File: config.mk
export PLATFORM = sky130hd
export DESIGN_NAME = reg_err_recovery_seq
export DESIGN_NICKNAME = d
export VERILOG_FILES = /design/src/rtl/rer_pkg.sv /design/src/rtl/rer_fsm.sv /design/src/rtl/rer_capture.sv /design/src/rtl/rer_outdec.sv /design/src/rtl/reg_err_recovery_seq.sv
export SDC_FILE = /design/constraint.sdc
export NUM_CORES = 1
export LEC_CHECK = 0
export ABC_AREA = 1
export BUFFER_PORTS_ARGS = -buffer_cell sky130_fd_sc_hd__buf_2
export CAP_MARGIN = 5
export CORE_MARGIN = 2
export CORE_UTILIZATION = 46
export CTS_BUF_LIST = sky130_fd_sc_hd__clkbuf_8
export DETAILED_ROUTE_END_ITERATION = 8
export PLACE_DENSITY = 0.89
export SETUP_SLACK_MARGIN = 0.1
export SLEW_MARGIN = 20
export SYNTH_ARGS = -nofsm -noshare
export SYNTH_HDL_FRONTEND = slang
export SYNTH_HIERARCHICAL = 1
export SYNTH_SLANG_ARGS = --single-unit
File: constraint.sdc
create_clock -name clk_i -period 1.65 [get_ports clk_i]
set_clock_uncertainty 0.15 [all_clocks]
set_input_delay 0.0825 -clock clk_i [delete_from_list [all_inputs] [get_ports clk_i]]
set_output_delay 0.0825 -clock clk_i [all_outputs]
set_load 0.05 [all_outputs]
File: src/rtl/rer_pkg.sv
package rer_pkg;
  typedef enum logic [2:0] {
    ST_IDLE  = 3'd0,
    ST_STALL = 3'd1,
    ST_WB    = 3'd2,
    ST_FLUSH = 3'd3,
    ST_RES   = 3'd4
  } rer_state_e;
endpackage

File: src/rtl/rer_fsm.sv
module rer_fsm
  import rer_pkg::*;
(
  input  logic       clk_i,
  input  logic       rst_ni,
  input  logic       err_valid_i,
  input  logic       err_dbl_i,
  output rer_state_e state_o,
  output logic       start_o,
  output logic       fatal_set_o
);
  rer_state_e state_q, state_d;
  logic idle;

  assign idle        = (state_q == ST_IDLE);
  // double-bit report wins over a correctable one in the same cycle
  assign fatal_set_o = idle & err_dbl_i;
  assign start_o     = idle & err_valid_i & ~err_dbl_i;

  always_comb begin
    state_d = state_q;
    unique case (state_q)
      ST_IDLE:  if (start_o) state_d = ST_STALL;
      ST_STALL: state_d = ST_WB;
      ST_WB:    state_d = ST_FLUSH;
      ST_FLUSH: state_d = ST_RES;
      ST_RES:   state_d = ST_IDLE;
      default:  state_d = ST_IDLE;
    endcase
  end

  always_ff @(posedge clk_i or negedge rst_ni) begin
    if (!rst_ni) state_q <= ST_IDLE;
    else         state_q <= state_d;
  end

  assign state_o = state_q;
endmodule

File: src/rtl/rer_capture.sv
module rer_capture #(
  parameter int unsigned TAG_W     = 5,
  parameter int unsigned DATA_W    = 64,
  parameter int unsigned ROB_IDX_W = 6
) (
  input  logic                 clk_i,
  input  logic                 rst_ni,
  input  logic                 load_i,
  input  logic                 fatal_set_i,
  input  logic [TAG_W-1:0]     tag_i,
  input  logic [DATA_W-1:0]    data_i,
  input  logic [ROB_IDX_W-1:0] idx_i,
  output logic [TAG_W-1:0]     tag_o,
  output logic [DATA_W-1:0]    data_o,
  output logic [ROB_IDX_W-1:0] idx_o,
  output logic                 fatal_o
);
  logic [TAG_W-1:0]     tag_q;
  logic [DATA_W-1:0]    data_q;
  logic [ROB_IDX_W-1:0] idx_q;
  logic                 fatal_q;

  always_ff @(posedge clk_i or negedge rst_ni) begin
    if (!rst_ni) begin
      tag_q  <= '0;
      data_q <= '0;
      idx_q  <= '0;
    end else if (load_i) begin
      tag_q  <= tag_i;
      data_q <= data_i;
      idx_q  <= idx_i;
    end
  end

  always_ff @(posedge clk_i or negedge rst_ni) begin
    if (!rst_ni)          fatal_q <= 1'b0;
    else if (fatal_set_i) fatal_q <= 1'b1;
  end

  assign tag_o   = tag_q;
  assign data_o  = data_q;
  assign idx_o   = idx_q;
  assign fatal_o = fatal_q;
endmodule

File: src/rtl/rer_outdec.sv
module rer_outdec
  import rer_pkg::*;
(
  input  rer_state_e state_i,
  output logic       stall_o,
  output logic       we_o,
  output logic       flush_o,
  output logic       resume_o
);
  always_comb begin
    stall_o  = (state_i != ST_IDLE);
    we_o     = (state_i == ST_WB);
    flush_o  = (state_i == ST_FLUSH);
    resume_o = (state_i == ST_RES);
  end
endmodule

File: src/rtl/reg_err_recovery_seq.sv
module reg_err_recovery_seq
  import rer_pkg::*;
#(
  parameter int unsigned NUM_REGS  = 32,
  parameter int unsigned DATA_W    = 64,
  parameter int unsigned ROB_DEPTH = 64,
  localparam int unsigned TAG_W     = $clog2(NUM_REGS),
  localparam int unsigned ROB_IDX_W = $clog2(ROB_DEPTH)
) (
  input  logic                 clk_i,
  input  logic                 rst_ni,
  input  logic                 err_valid_i,
  input  logic                 err_dbl_i,
  input  logic [TAG_W-1:0]     err_tag_i,
  input  logic [DATA_W-1:0]    err_data_i,
  input  logic [ROB_IDX_W-1:0] oldest_idx_i,
  output logic                 stall_o,
  output logic                 rf_we_o,
  output logic [TAG_W-1:0]     rf_waddr_o,
  output logic [DATA_W-1:0]    rf_wdata_o,
  output logic                 flush_valid_o,
  output logic [ROB_IDX_W-1:0] flush_idx_o,
  output logic                 resume_o,
  output logic                 fatal_error_o
);
  rer_state_e state;
  logic       start, fatal_set;

  rer_fsm u_fsm (
    .clk_i       (clk_i),
    .rst_ni      (rst_ni),
    .err_valid_i (err_valid_i),
    .err_dbl_i   (err_dbl_i),
    .state_o     (state),
    .start_o     (start),
    .fatal_set_o (fatal_set)
  );

  rer_capture #(
    .TAG_W     (TAG_W),
    .DATA_W    (DATA_W),
    .ROB_IDX_W (ROB_IDX_W)
  ) u_cap (
    .clk_i       (clk_i),
    .rst_ni      (rst_ni),
    .load_i      (start),
    .fatal_set_i (fatal_set),
    .tag_i       (err_tag_i),
    .data_i      (err_data_i),
    .idx_i       (oldest_idx_i),
    .tag_o       (rf_waddr_o),
    .data_o      (rf_wdata_o),
    .idx_o       (flush_idx_o),
    .fatal_o     (fatal_error_o)
  );

  rer_outdec u_dec (
    .state_i  (state),
    .stall_o  (stall_o),
    .we_o     (rf_we_o),
    .flush_o  (flush_valid_o),
    .resume_o (resume_o)
  );
endmodule

### Yosys cells after proc, flatten, opt, wreduce, memory -nomap -nowiden

Index checks and enable logic that the tools add are counted.

* memories kept: 0
* output and inout port bits: 80
* latch bits: 0
* memory bits (writable): 0
* logic and storage cells: 18
* memory bits (read-only): 0
* register bits: 79

* shift-type cells: 0
* add/sub/neg operators: 0
* reduce and logical (&&, ||, !) cells: 2
* bitwise gates (word level): 4
* muxes and demuxes: 2
* equal/unequal tests: 5
* div/mod/pow operators: 0
* order comparisons: 0
* $mul: 0

Operators by type and width (count)
* one-hot mux 3 bit (4 select lines): 1
* equality test 3 x 2 -> 1 bit, second input constant: 2
* bitwise AND 1 bit: 3
* equality test 3 x 1 -> 1 bit, second input constant: 1
* equality test 3 bit, second input constant: 1
* logical NOT 3 bit: 1
* two-way mux 3 bit: 1
* nonzero test 3 bit: 1
* inequality test 2 bit, second input constant: 1
* NOT 1 bit: 1

### Depth between registers and ports, before layout

Gate-level depths: netlist of run 1.

* depth in word-level cells: 5
* mapped depth: 8

### By module

The synthesis of run 1 kept the hierarchy.

By module, submodules not included
* rer_capture: area each 2847.7 µm², instances 1, seq. area each 1901.8 µm², cells each 319
* rer_fsm: area each 135.1 µm², instances 1, seq. area each 75.1 µm², cells each 18
* rer_outdec: area each 35.0 µm², instances 1, seq. area each 0.0 µm², cells each 9

### Least setup slack after synthesis of run 1

No wires, ideal clock.

* kind: register to register
* start: register u_fsm.state_q[0] (netlist: u_fsm/state_o[0])
* end: register u_cap.data_q[21] (netlist: u_cap/data_o[21])
* path buffers: 2
* arrival time: 1239 ps
* setup slack: 142 ps
* stages on the path, launching flop included: 9
* period minus slack after synthesis: 1508 ps
* library setup time: 119 ps
* cells stage by stage: dfrtp_1 -> nor2_2 -> nand2_1 -> nor2_1 -> inv_2 -> buf_2 -> buf_2 -> nand2_1 -> nand2_1

* word-level cells in the longest chain between the ends: 3

RTL lines
* from (decl): line rer_fsm.sv:12 `rer_state_e state_q, state_d;`
* from (signal assigned): line rer_fsm.sv:34 `else state_q <= state_d;`
* logical NOT 3 bit: line rer_fsm.sv:15 `assign idle = (state_q == ST_IDLE);`
* bitwise AND 1 bit (2 in a row): line rer_fsm.sv:18 `assign start_o = idle & err_valid_i & ~err_dbl_i;`
* named net start: line reg_err_recovery_seq.sv:27 `logic start, fatal_set;`
* to (signal assigned): line rer_capture.sv:30 `data_q <= data_i;`
* to (decl): line rer_capture.sv:19 `logic [DATA_W-1:0] data_q;`

The timed path passes the listed nets, and every way through them passes these cells.
A chain may end at the register's enable or synchronous reset.

### Worst setup path after layout of run 1

* start: register u_fsm.state_q[1] (netlist: u_fsm/state_o[1])
* end: register u_cap.data_q[12] (netlist: u_cap/data_o[12])

Same word-level chain as after synthesis.

==> results of run 1 <==
==> metal layers <==
layer  track usage, %  share of wire [%]
met5                0                  0
met2             46.6                 53
met3             5.45                7.1
met1             30.1                 36
met4             14.4                4.0
==> synthesized netlist by cell type <==
library cell               instances
sky130_fd_sc_hd__nor2_2            1
sky130_fd_sc_hd__nand3_1           1
sky130_fd_sc_hd__buf_2            10
sky130_fd_sc_hd__or2_2             1
sky130_fd_sc_hd__nand2_1         232
sky130_fd_sc_hd__inv_2             3
sky130_fd_sc_hd__inv_1             5
sky130_fd_sc_hd__buf_4             5
sky130_fd_sc_hd__dfrtp_1          79
sky130_fd_sc_hd__clkbuf_1          1
sky130_fd_sc_hd__nor2_1            7
sky130_fd_sc_hd__a21oi_1           1
==> worst register-to-register path, delay by kind of cell, from the launching register on <==
family / cells / cell delay (ns)
buf+inv: 2 / 0.26
flops: 1 / 0.41
simple gates: 5 / 0.64
==> area by class of cell <==
| class | instances | area share, % |
|---|---|---|
| inverters | 8 | 0.635 |
| repair buffers | 257 | 36.5 |
| multi-input cells | 243 | 18.2 |
| clock inverters | 5 | 1.44 |
| flip-flops and latches | 79 | 38.6 |
| clock buffers | 10 | 2.69 |
| well taps | 77 | 1.88 |
==> what timing repair did <==
item / 4_1_cts / 5_1_grt
resized for setup: 3 / 10
pin swaps: 1 / 3
hold endpoints to repair: 156 / 0
setup buffers: 2 / 6
cloned: 0 / 5
endpoints found under the setup margin: 75 / 76
hold buffers: 79 / 0
==> stage by stage <==
stage / hold slack (ns) / instance area (um^2) / power [mW] / setup WS [ns]
after global routing: 0.100 / 5120 / 11.4 / -0.0412
after global placement: -0.161 / 3900 / 8.61 / 0.0984
after detailed placement: -0.153 / 3900 / 8.76 / 0.0213
after floorplan: -0.363 / 3020 / 7.39 / 0.142
final: 0.0917 / 5120 / 10.8 / 0.0646
after CTS: 0.0271 / 4930 / 10.5 / 0.0836
==> cells in the final DEF, fill, tap and decap left out <==
master | Yosys | routed
sky130_fd_sc_hd__nand2_1 | 232 | 231
sky130_fd_sc_hd__buf_2 | 10 | 156
sky130_fd_sc_hd__dlygate4sd3_1 | 0 | 79
sky130_fd_sc_hd__dfrtp_1 | 79 | 79
sky130_fd_sc_hd__clkbuf_8 | 0 | 10
sky130_fd_sc_hd__buf_4 | 5 | 10
sky130_fd_sc_hd__inv_1 | 5 | 6
sky130_fd_sc_hd__nor2_1 | 7 | 6
sky130_fd_sc_hd__clkbuf_16 | 0 | 4
sky130_fd_sc_hd__buf_12 | 0 | 4
sky130_fd_sc_hd__bufinv_16 | 0 | 2
sky130_fd_sc_hd__clkinv_2 | 0 | 2
sky130_fd_sc_hd__buf_6 | 0 | 2
sky130_fd_sc_hd__inv_2 | 3 | 2
sky130_fd_sc_hd__buf_8 | 0 | 1
sky130_fd_sc_hd__clkbuf_4 | 0 | 1
sky130_fd_sc_hd__inv_4 | 0 | 1
sky130_fd_sc_hd__or2_2 | 1 | 1
sky130_fd_sc_hd__nand3_1 | 1 | 1
sky130_fd_sc_hd__nor2_2 | 1 | 1
sky130_fd_sc_hd__nand2_2 | 0 | 1
sky130_fd_sc_hd__nor2_4 | 0 | 1
sky130_fd_sc_hd__a21oi_2 | 0 | 1
==> power by group through the flow <==
stage | Combinational (mW) | Sequential (mW) | Clock (mW)
floorplan | 1.18 | 6.21 | 0
global placement | 5.33 | 3.29 | 0
detailed placement | 5.46 | 3.30 | 0
CTS | 5.63 | 3.29 | 1.56
global route | 6.32 | 3.41 | 1.65
finish | 6.00 | 3.31 | 1.53
==> logic make-up (layout without fill, tap and decap cells) <==
family                 count (synthesis)  in the layout  synth area share, %
AOI/OAI and AO/OA                      1              1                0.166
DFF                                   79             79                 65.5
buffers and inverters                 24            280                 4.02
and+or+nand+nor                      242            242                 30.3
==> path summary, 6_finish.rpt <==
path                                  start                to  slack, ns  cells past startpoint
max                        u_fsm/state_o[1]  u_cap/data_o[12]       0.06                      7
min                                  rst_ni    u_cap/idx_o[2]       0.09                      2
max reg2reg                u_fsm/state_o[1]  u_cap/data_o[12]       0.06                      7
min reg2reg                u_cap/data_o[23]  u_cap/data_o[23]       0.32                      2
max in group asynchronous            rst_ni  u_cap/data_o[24]       0.72                      3
min in group clk_i         u_cap/data_o[23]  u_cap/data_o[23]       0.32                      2
==> flip-flops by register name (all words and copies together) (netlist names) <==
| name | count |
|---|---|
| u_cap/data_o | 64 |
| u_cap/fatal_o | 1 |
| u_cap/idx_o | 6 |
| u_cap/tag_o | 5 |
| u_fsm/state_o | 3 |
==> results.yml, run 1 <==
outcome:
  outcome: "finished, final reports clean"
sta:
  slew_viol_final: 0
  final_worst_path_period_need_ns: 1.59
  worstMarginPinSlew_ns: 0.320
  total_negative_slack_ns: 0
  layout_worst_path_cycle_share_pct: 96.1
  final_hold_viol_count: 0
  fmaxAchievable_mhz: 631
  rsz0062_at_grt: "true"
  report.final.setup_viol: 0
  slew_headroom_pct: 78.7
detailed_routing:
  vias: 3277
  drt_pass1_iterations: 5
  antenna_left: 0
  postRouteWirelength_um: 10300
  detail_route.wl_per_cell_um: 15.2
  vias_per_cell: 4.83
  drtIter0Drc: 216
  detail_route.drc_violations: 0
floorplan:
  die-height_um: 85.0
  ios: 159
  number_of_standard_cell_rows_in_the_floorplan: 29
  initial_core_util_pct: 47.5
  die_area_mm2: 0.00722
  chip_width_um: 85.0
  area_of_the_placeable_core_mm2: 0.00635
global_route:
  grt.total_usage_pct: 26.5
  via_count_of_the_first_global_routing_pass: 3302
  grt_first_pass_wirelength_um: 15000
  grt_start_max_net_pins: 44
  grt_overflow: 0
  grt_antenna_before_repair: 0
power_and_ir_drop:
  power.clock.fraction_pct: 14.1
  total_switching_power_mw: 5.70
  netSwitchingFraction_pct: 52.6
  power.density_cell_area_mw_per_mm2: 2120
  power.static_leakage_nw: 2.95
  comb_power_share_pct: 55.3
  power.ir.vdd_worst_v: 0.00148
  power.internal_mw: 5.14
  seqPwrFrac_pct: 30.6
finish:
  antenna_fix_cells: 0
  layout-area-overhead-vs-synth_pct: 69.7
  register_area_mm2: 0.00198
  post-route-util_pct: 80.7
  final_cell_count_no_fill: 679
  post_route_cells_drive_above_1_share_pct: 33.2
  multiInputGateArea_um2: 933
  layout.nets: 677
  final.fill_count: 370
logic_synthesis:
  synth_top_cell_area_share_pct: 65.5
  synth_cells: 346
  synth.largest_area_cell: "sky130_fd_sc_hd__dfrtp_1"
  post_synth_main_area_contributors: "sky130_fd_sc_hd__dfrtp_1 (66%), sky130_fd_sc_hd__nand2_1 (29%), sky130_fd_sc_hd__buf_2 (1.7%)"
  yosysSeqAreaShare_pct: 65.5
  post_synth.cell_area_avg_um2: 8.72
  ys_ff_latch: 79
  postSynthNetCount: 425
  post_synth_instance_area_mm2: 0.00302
  synth_cell_type_count: 12
  synth_warnings: 6
placement:
  place_inst: 572
  place.detailed.hpwl_um: 5270
  gp_congestion: 0.806
  place.port_buffers: 158
clock_network:
  clkLatencyLatePin_ns: 0.33
  tritoncts: "done"
  tritoncts_num_sinks: 79
  clkSlewWorstSetupHoldPaths_ns: 0.08
  cts.path.max_buffers: 2
  cts-buffers-inserted: 9
  ctsRootBufferMaster: "sky130_fd_sc_hd__clkbuf_8"
  clock_tree.htree_level_count: 3
setup_path:
  critical_path_class: "reg2reg"
  crit_chain: "nor2_2 -> nand2_2 -> nor2_4 -> inv_4 -> buf_12 -> nand2_1 -> nand2_1"
  worst_setup_path_start_kind: "flip-flop"
  cp_slowest_cell: "sky130_fd_sc_hd__dfrtp_1"
  data_arrival_at_the_endpoint_of_the_critical_path_ns: 1.65
  critPathMostFrequentCell: "sky130_fd_sc_hd__nand2_1"
  setup.worst_path.end_class: "flip-flop"
  worstPathMaxFanout: 16
  crit_path_max_incr_delay_ns: 0.41
  crit_family: "simple AND/OR/NAND/NOR gates"
  required_time_of_the_critical_path_ns: 1.71
  crit_buf_inv: 2
flow_run:
  max-cap-violations: 0
min_path:
  holdCritPathClass: "in2async"
Note: power is estimated with default switching activity, not from simulation.
==> run 2: changes to the inputs <==
--- a/config.mk
+++ b/config.mk
@@ -8,8 +8,10 @@
 export ABC_AREA = 1
 export BUFFER_PORTS_ARGS = -buffer_cell sky130_fd_sc_hd__buf_2
 export CAP_MARGIN = 5
+export CELL_PAD_IN_SITES_DETAIL_PLACEMENT = 0
+export CELL_PAD_IN_SITES_GLOBAL_PLACEMENT = 2
 export CORE_MARGIN = 2
-export CORE_UTILIZATION = 46
+export CORE_UTILIZATION = 25
 export CTS_BUF_LIST = sky130_fd_sc_hd__clkbuf_8
 export DETAILED_ROUTE_END_ITERATION = 8
 export PLACE_DENSITY = 0.89
==> run 2 against run 1 <==
Sequential power is 1% lower. Critical path depth is 1 higher. Sequential cell count stayed put. Sequential share of layout area is 0.93 points lower. Clock-buffer cell count is 2 higher. Routed wire length is 5.6% lower. Hold slack better by 0.044 ns. Critical path type unchanged. Critical endpoint is now u_cap/data_o[59]. Largest cell class unchanged.
==> results.yml, run 2 (synthesis results as in run 1) <==
sta:
  slew_headroom_pct: 70.8
  layout_worst_path_cycle_share_pct: 93.0
  final_hold_viol_count: 0
  total_negative_slack_ns: 0
  worstMarginPinSlew_ns: 0.438
  report.final.setup_viol: 0
  rsz0062_at_grt: "true"
  final_worst_path_period_need_ns: 1.53
  slew_viol_final: 0
  finalWorstSetupSlack_ns: 0.116
  fmaxAchievable_mhz: 652
global_route:
  via_count_of_the_first_global_routing_pass: 2878
  grt_first_pass_wirelength_um: 13500
  grt_start_max_net_pins: 80
  grt_antenna_before_repair: 0
  grt_overflow: 0
  grt.total_usage_pct: 13.4
placement:
  preCtsSetupSlack_ns: 0.173
  place.port_buffers: 158
  place.detailed.hpwl_um: 5370
  gp_congestion: 0.695
detailed_routing:
  vias: 3035
  postRouteWirelength_um: 9770
  detail_route.wl_per_cell_um: 13.1
  antenna_left: 0
  detail_route.drc_violations: 0
  drtIter0Drc: 172
  vias_per_cell: 4.06
  drt_pass1_iterations: 4
clock_network:
  tritoncts_num_sinks: 79
  clock_tree.htree_level_count: 3
  clkSlewWorstSetupHoldPaths_ns: 0.08
  ctsRootBufferMaster: "sky130_fd_sc_hd__clkbuf_8"
  clkLatencyLatePin_ns: 0.36
  cts-buffers-inserted: 9
  tritoncts: "done"
  cts.path.max_buffers: 2
setup_path:
  setup.worst_path.end_class: "flip-flop"
  data_arrival_at_the_endpoint_of_the_critical_path_ns: 1.68
  critical_r2r_capture: "u_cap/data_o[59]"
  worstRegToRegCells: 8
  setup.reg_to_reg.worst_slack_ns: 0.12
  crit_path_end: "u_cap/data_o[59]"
  worst_setup_path_start_kind: "flip-flop"
  critical_path.reg2reg.startpoint: "u_fsm/state_o[0]"
  worstSetupStartpoint: "u_fsm/state_o[0]"
  critical_path_class: "reg2reg"
  required_time_of_the_critical_path_ns: 1.80
  worstPathMaxFanout: 14
min_path:
  holdCritPathClass: "in2async"
power_and_ir_drop:
  power.ir.vdd_worst_v: 0.000872
  power.density_cell_area_mw_per_mm2: 2040
  power.static_leakage_nw: 2.96
outcome:
  outcome: "finished, final reports clean"
finish:
  register_area_mm2: 0.00198
  final.fill_count: 1185
  layout-area-overhead-vs-synth_pct: 74.0
  mostFrequentLayoutCells: "sky130_fd_sc_hd__nand2_1 (231), sky130_fd_sc_hd__buf_2 (154), sky130_fd_sc_hd__dlygate4sd3_1 (79)"
  layout.cells.most_common: "sky130_fd_sc_hd__nand2_1"
  largest_reg_flops: 64
  multiInputGateArea_um2: 930
  post_route_cells_drive_above_1_share_pct: 33.0
  antenna_fix_cells: 0
  layout.nets: 674
floorplan:
  die_area_mm2: 0.0130
  number_of_standard_cell_rows_in_the_floorplan: 40
  initial_core_util_pct: 25.3
  die-height_um: 114
  ios: 159
  chip_width_um: 114
  area_of_the_placeable_core_mm2: 0.0119
flow_run:
  max-cap-violations: 0
run 2: through the flow:
stage | cells | hold WS (ns) | utilization, % | area (um^2) | power, mW
2_1_floorplan | 346 | -0.363 | - | 3020 | 7.39
3_3_place_gp | 640 | -0.00570 | 33.6 | 4000 | 8.72
3_5_place_dp | 640 | -0.00352 | 33.6 | 4000 | 8.78
4_1_cts | 735 | 0.139 | 42.0 | 5000 | 10.5
5_1_grt | 747 | 0.171 | 44.1 | 5250 | 11.3
6_report | 747 | 0.135 | 44.1 | 5250 | 10.7
run 2: how the worst min path moves through the flow:
stage,slack (ns),cells after the start,from,end
2_1_floorplan,-0.36,0,rst_ni,u_cap/data_o[0]
3_3_place_gp,-0.006,2,rst_ni,u_cap/tag_o[1]
3_5_place_dp,-0.004,2,rst_ni,u_cap/tag_o[1]
4_1_cts,0.14,3,rst_ni,u_cap/tag_o[3]
5_1_grt,0.17,3,rst_ni,u_cap/tag_o[3]
6_report,0.14,3,rst_ni,u_cap/tag_o[3]
run 2: final cells by class:
class                      count  area share (%)
clock buffer                  12            3.14
timing repair buffer         254            36.4
inverter                       8           0.762
multi-input combinational    243            17.7
tap                          147            3.50
clock inverter                 4           0.834
sequential                    79            37.7
run 2: critical path: stages, from the launching register on:
cell and delay, ns:
sky130_fd_sc_hd__dfrtp_1 0.42, sky130_fd_sc_hd__nor2_2 0.15, sky130_fd_sc_hd__nand2_2 0.08, sky130_fd_sc_hd__nor2_4 0.13, sky130_fd_sc_hd__buf_12 0.14, sky130_fd_sc_hd__buf_12 0.10, sky130_fd_sc_hd__clkbuf_16 0.17, sky130_fd_sc_hd__nand2_1 0.07
sky130_fd_sc_hd__nand2_1 0.06
run 2: timing repair:
item | in CTS | in global routing
setup endpoints to repair | 0 | 57
resized for setup | 0 | 14
hold buffers | 79 | 0
hold endpoints to repair | 156 | 0
setup buffers | 0 | 3
run 2: report_power, final:
part           leakage (nW)  switching, mW  total (mW)  internal [mW]
Combinational          1.86           4.45        5.92           1.47
Clock                 0.114          0.700        1.51          0.813
Sequential            0.987          0.461        3.27           2.81
Total                  2.96           5.61        10.7           5.08
run 2: layer usage:
layer	vias to the layer above	wire, um	global-route usage [%]
met2	101	4680	22.6
met4	0	235	7.07
li1	1522	-	-
met5	-	0	0
met1	1392	4260	15.0
met3	20	590	4.84
==> run 3: changes to the inputs <==
--- a/config.mk
+++ b/config.mk
@@ -11,10 +11,9 @@
 export CELL_PAD_IN_SITES_DETAIL_PLACEMENT = 0
 export CELL_PAD_IN_SITES_GLOBAL_PLACEMENT = 2
 export CORE_MARGIN = 2
-export CORE_UTILIZATION = 25
-export CTS_BUF_LIST = sky130_fd_sc_hd__clkbuf_8
+export CORE_UTILIZATION = 24
 export DETAILED_ROUTE_END_ITERATION = 8
-export PLACE_DENSITY = 0.89
+export PLACE_DENSITY = 0.87
 export SETUP_SLACK_MARGIN = 0.1
 export SLEW_MARGIN = 20
 export SYNTH_ARGS = -nofsm -noshare
==> run 3 against run 2 <==
Highest routed layer unchanged. Hold slack got worse by 0.025 ns. Sequential power is essentially flat. Routed wire length fell by 11%. Combinational power shrank 3.5%. First-iteration DRC count fell by 33%. Die area increased by 4.0%.
==> results.yml, run 3 (synthesis results as in run 1) <==
outcome:
  outcome: "finished, final reports clean"
finish:
  layout-area-overhead-vs-synth_pct: 72.3
  postLayoutCellArea_mm2: 0.00520
  layout.cells.most_common: "sky130_fd_sc_hd__nand2_1"
  antenna_fix_cells: 0
  largest_reg_flops: 64
  layout.nets: 666
  final.fill_count: 1217
  mostFrequentLayoutCells: "sky130_fd_sc_hd__nand2_1 (231), sky130_fd_sc_hd__buf_2 (156), sky130_fd_sc_hd__dlygate4sd3_1 (78)"
  post_route_cells_drive_above_1_share_pct: 32.6
detailed_routing:
  vias_per_cell: 3.93
  drtIter0Drc: 116
  vias: 2989
  antenna_left: 0
  detail_route.wl_per_cell_um: 11.4
  drt_pass1_iterations: 4
  detail_route.drc_violations: 0
  postRouteWirelength_um: 8680
global_route:
  grt.total_usage_pct: 12.7
  grt_first_pass_wirelength_um: 13300
  grt_overflow: 0
  grt_antenna_before_repair: 0
  grt_start_max_net_pins: 43
  via_count_of_the_first_global_routing_pass: 2999
floorplan:
  area_of_the_placeable_core_mm2: 0.0122
  initial_core_util_pct: 24.8
  ios: 159
  die-height_um: 116
  number_of_standard_cell_rows_in_the_floorplan: 40
  chip_width_um: 116
  die_area_mm2: 0.0135
setup_path:
  critical_path_class: "reg2reg"
  critical_path.reg2reg.startpoint: "u_fsm/state_o[0]"
  setup.worst_path.end_class: "flip-flop"
  worstPathMaxFanout: 36
  worst_setup_path_start_kind: "flip-flop"
  worstSetupStartpoint: "u_fsm/state_o[0]"
  required_time_of_the_critical_path_ns: 1.77
  data_arrival_at_the_endpoint_of_the_critical_path_ns: 1.60
power_and_ir_drop:
  power.ir.vdd_worst_v: 0.000984
  seqPwrFrac_pct: 30.1
  power.density_cell_area_mw_per_mm2: 2100
  power.internal_mw: 5.32
  total_switching_power_mw: 5.57
  power.clock.fraction_pct: 17.5
  power.static_leakage_nw: 2.92
  comb_power_share_pct: 52.4
  netSwitchingFraction_pct: 51.1
min_path:
  holdCritPathClass: "in2async"
sta:
  final_worst_path_period_need_ns: 1.48
  report.final.setup_viol: 0
  layout_worst_path_cycle_share_pct: 90.0
  slew_headroom_pct: 65.8
  rsz0062_at_grt: "false"
  worstMarginPinSlew_ns: 0.513
  total_negative_slack_ns: 0
  final_hold_viol_count: 0
  slew_viol_final: 0
  fmaxAchievable_mhz: 673
clock_network:
  clock_tree.htree_level_count: 3
  cts.path.max_buffers: 2
  clkLatencyLatePin_ns: 0.33
  clkSlewWorstSetupHoldPaths_ns: 0.06
  ctsRootBufferMaster: "sky130_fd_sc_hd__clkbuf_16"
  tritoncts: "done"
  cts-buffers-inserted: 9
  tritoncts_num_sinks: 79
placement:
  dpl_cell_area_mm2: 0.00404
  gp_congestion: 0.688
  place.port_buffers: 158
  place.detailed.hpwl_um: 5530
flow_run:
  max-cap-violations: 0
-- run 3: changes by cell type in the layout (fill, tap and decap cells not counted), sizes merged --
cell / change
clkinv: +1
inv: -1
buf: -3
clkbuf: -3
dlygate4sd3: -1
bufinv: -1
-- run 3: final cells by class --
| cell class | instances | area [um^2] | area share, % |
|---|---|---|---|
| repair buffers | 246 | 1750 | 33.6 |
| well taps | 168 | 210 | 4.04 |
| clock inverters | 3 | 15.0 | 0.289 |
| multi-input cells | 243 | 935 | 18.0 |
| flip-flops and latches | 79 | 1980 | 38.1 |
| inverters | 8 | 30.0 | 0.578 |
| clock buffers | 13 | 280 | 5.39 |
-- run 3: what timing repair did --
item | 4_1_cts | 5_1_grt
resized for setup | 0 | 5
hold buffers | 78 | 0
setup buffers | 0 | 3
hold endpoints to repair | 114 | 0
setup endpoints to repair | 0 | 78
-- run 3: power by group through the flow --
stage / registers, mW / clock network [mW] / logic, mW
after floorplan: 6.21 / 0 / 1.18
after global placement: 3.30 / 0 / 5.45
after detailed placement: 3.29 / 0 / 5.51
after CTS: 3.28 / 2.00 / 5.64
after global routing: 3.40 / 2.08 / 6.09
final: 3.28 / 1.90 / 5.71
-- run 3: path summary, 6_finish.rpt --
| check | cells past startpoint | endpoint | slack [ns] |
|---|---|---|---|
| max reg2reg | 7 | u_cap/data_o[36] | 0.17 |
| min reg2reg | 2 | u_cap/idx_o[5] | 0.31 |
| max in group asynchronous | 3 | u_fsm/state_o[1] | 0.62 |
| min | 2 | u_cap/data_o[61] | 0.11 |
| min in group clk_i | 2 | u_cap/idx_o[5] | 0.31 |
| max | 7 | u_cap/data_o[36] | 0.17 |
-- run 3: stage by stage --
stage               hold WS (ns)  worst slack (ns)  std cells  util, %  power, mW
floorplan                 -0.363             0.142        346        -       7.39
global placement         -0.0590             0.164        661     33.2       8.74
detailed placement       -0.0539             0.122        661     33.2       8.80
CTS                        0.123             0.107        755     42.0       10.9
global route               0.171             0.101        760     42.7       11.6
finish                     0.110             0.165        760     42.7       10.9
-- run 3: routing by layer --
metal	track usage [%]	routed length (um)
met1	14.7	3870
met2	21.4	4060
met3	4.15	599
met4	5.71	152
met5	0	0
-- run 3: critical path, cell delays in order, from the launching register on --
cell	delay (ns)
sky130_fd_sc_hd__dfrtp_2	0.44
sky130_fd_sc_hd__nor2_4	0.12
sky130_fd_sc_hd__nand2_2	0.08
sky130_fd_sc_hd__nor2_4	0.14
sky130_fd_sc_hd__buf_4	0.14
sky130_fd_sc_hd__buf_12	0.18
sky130_fd_sc_hd__nand2_1	0.08
sky130_fd_sc_hd__nand2_1	0.07
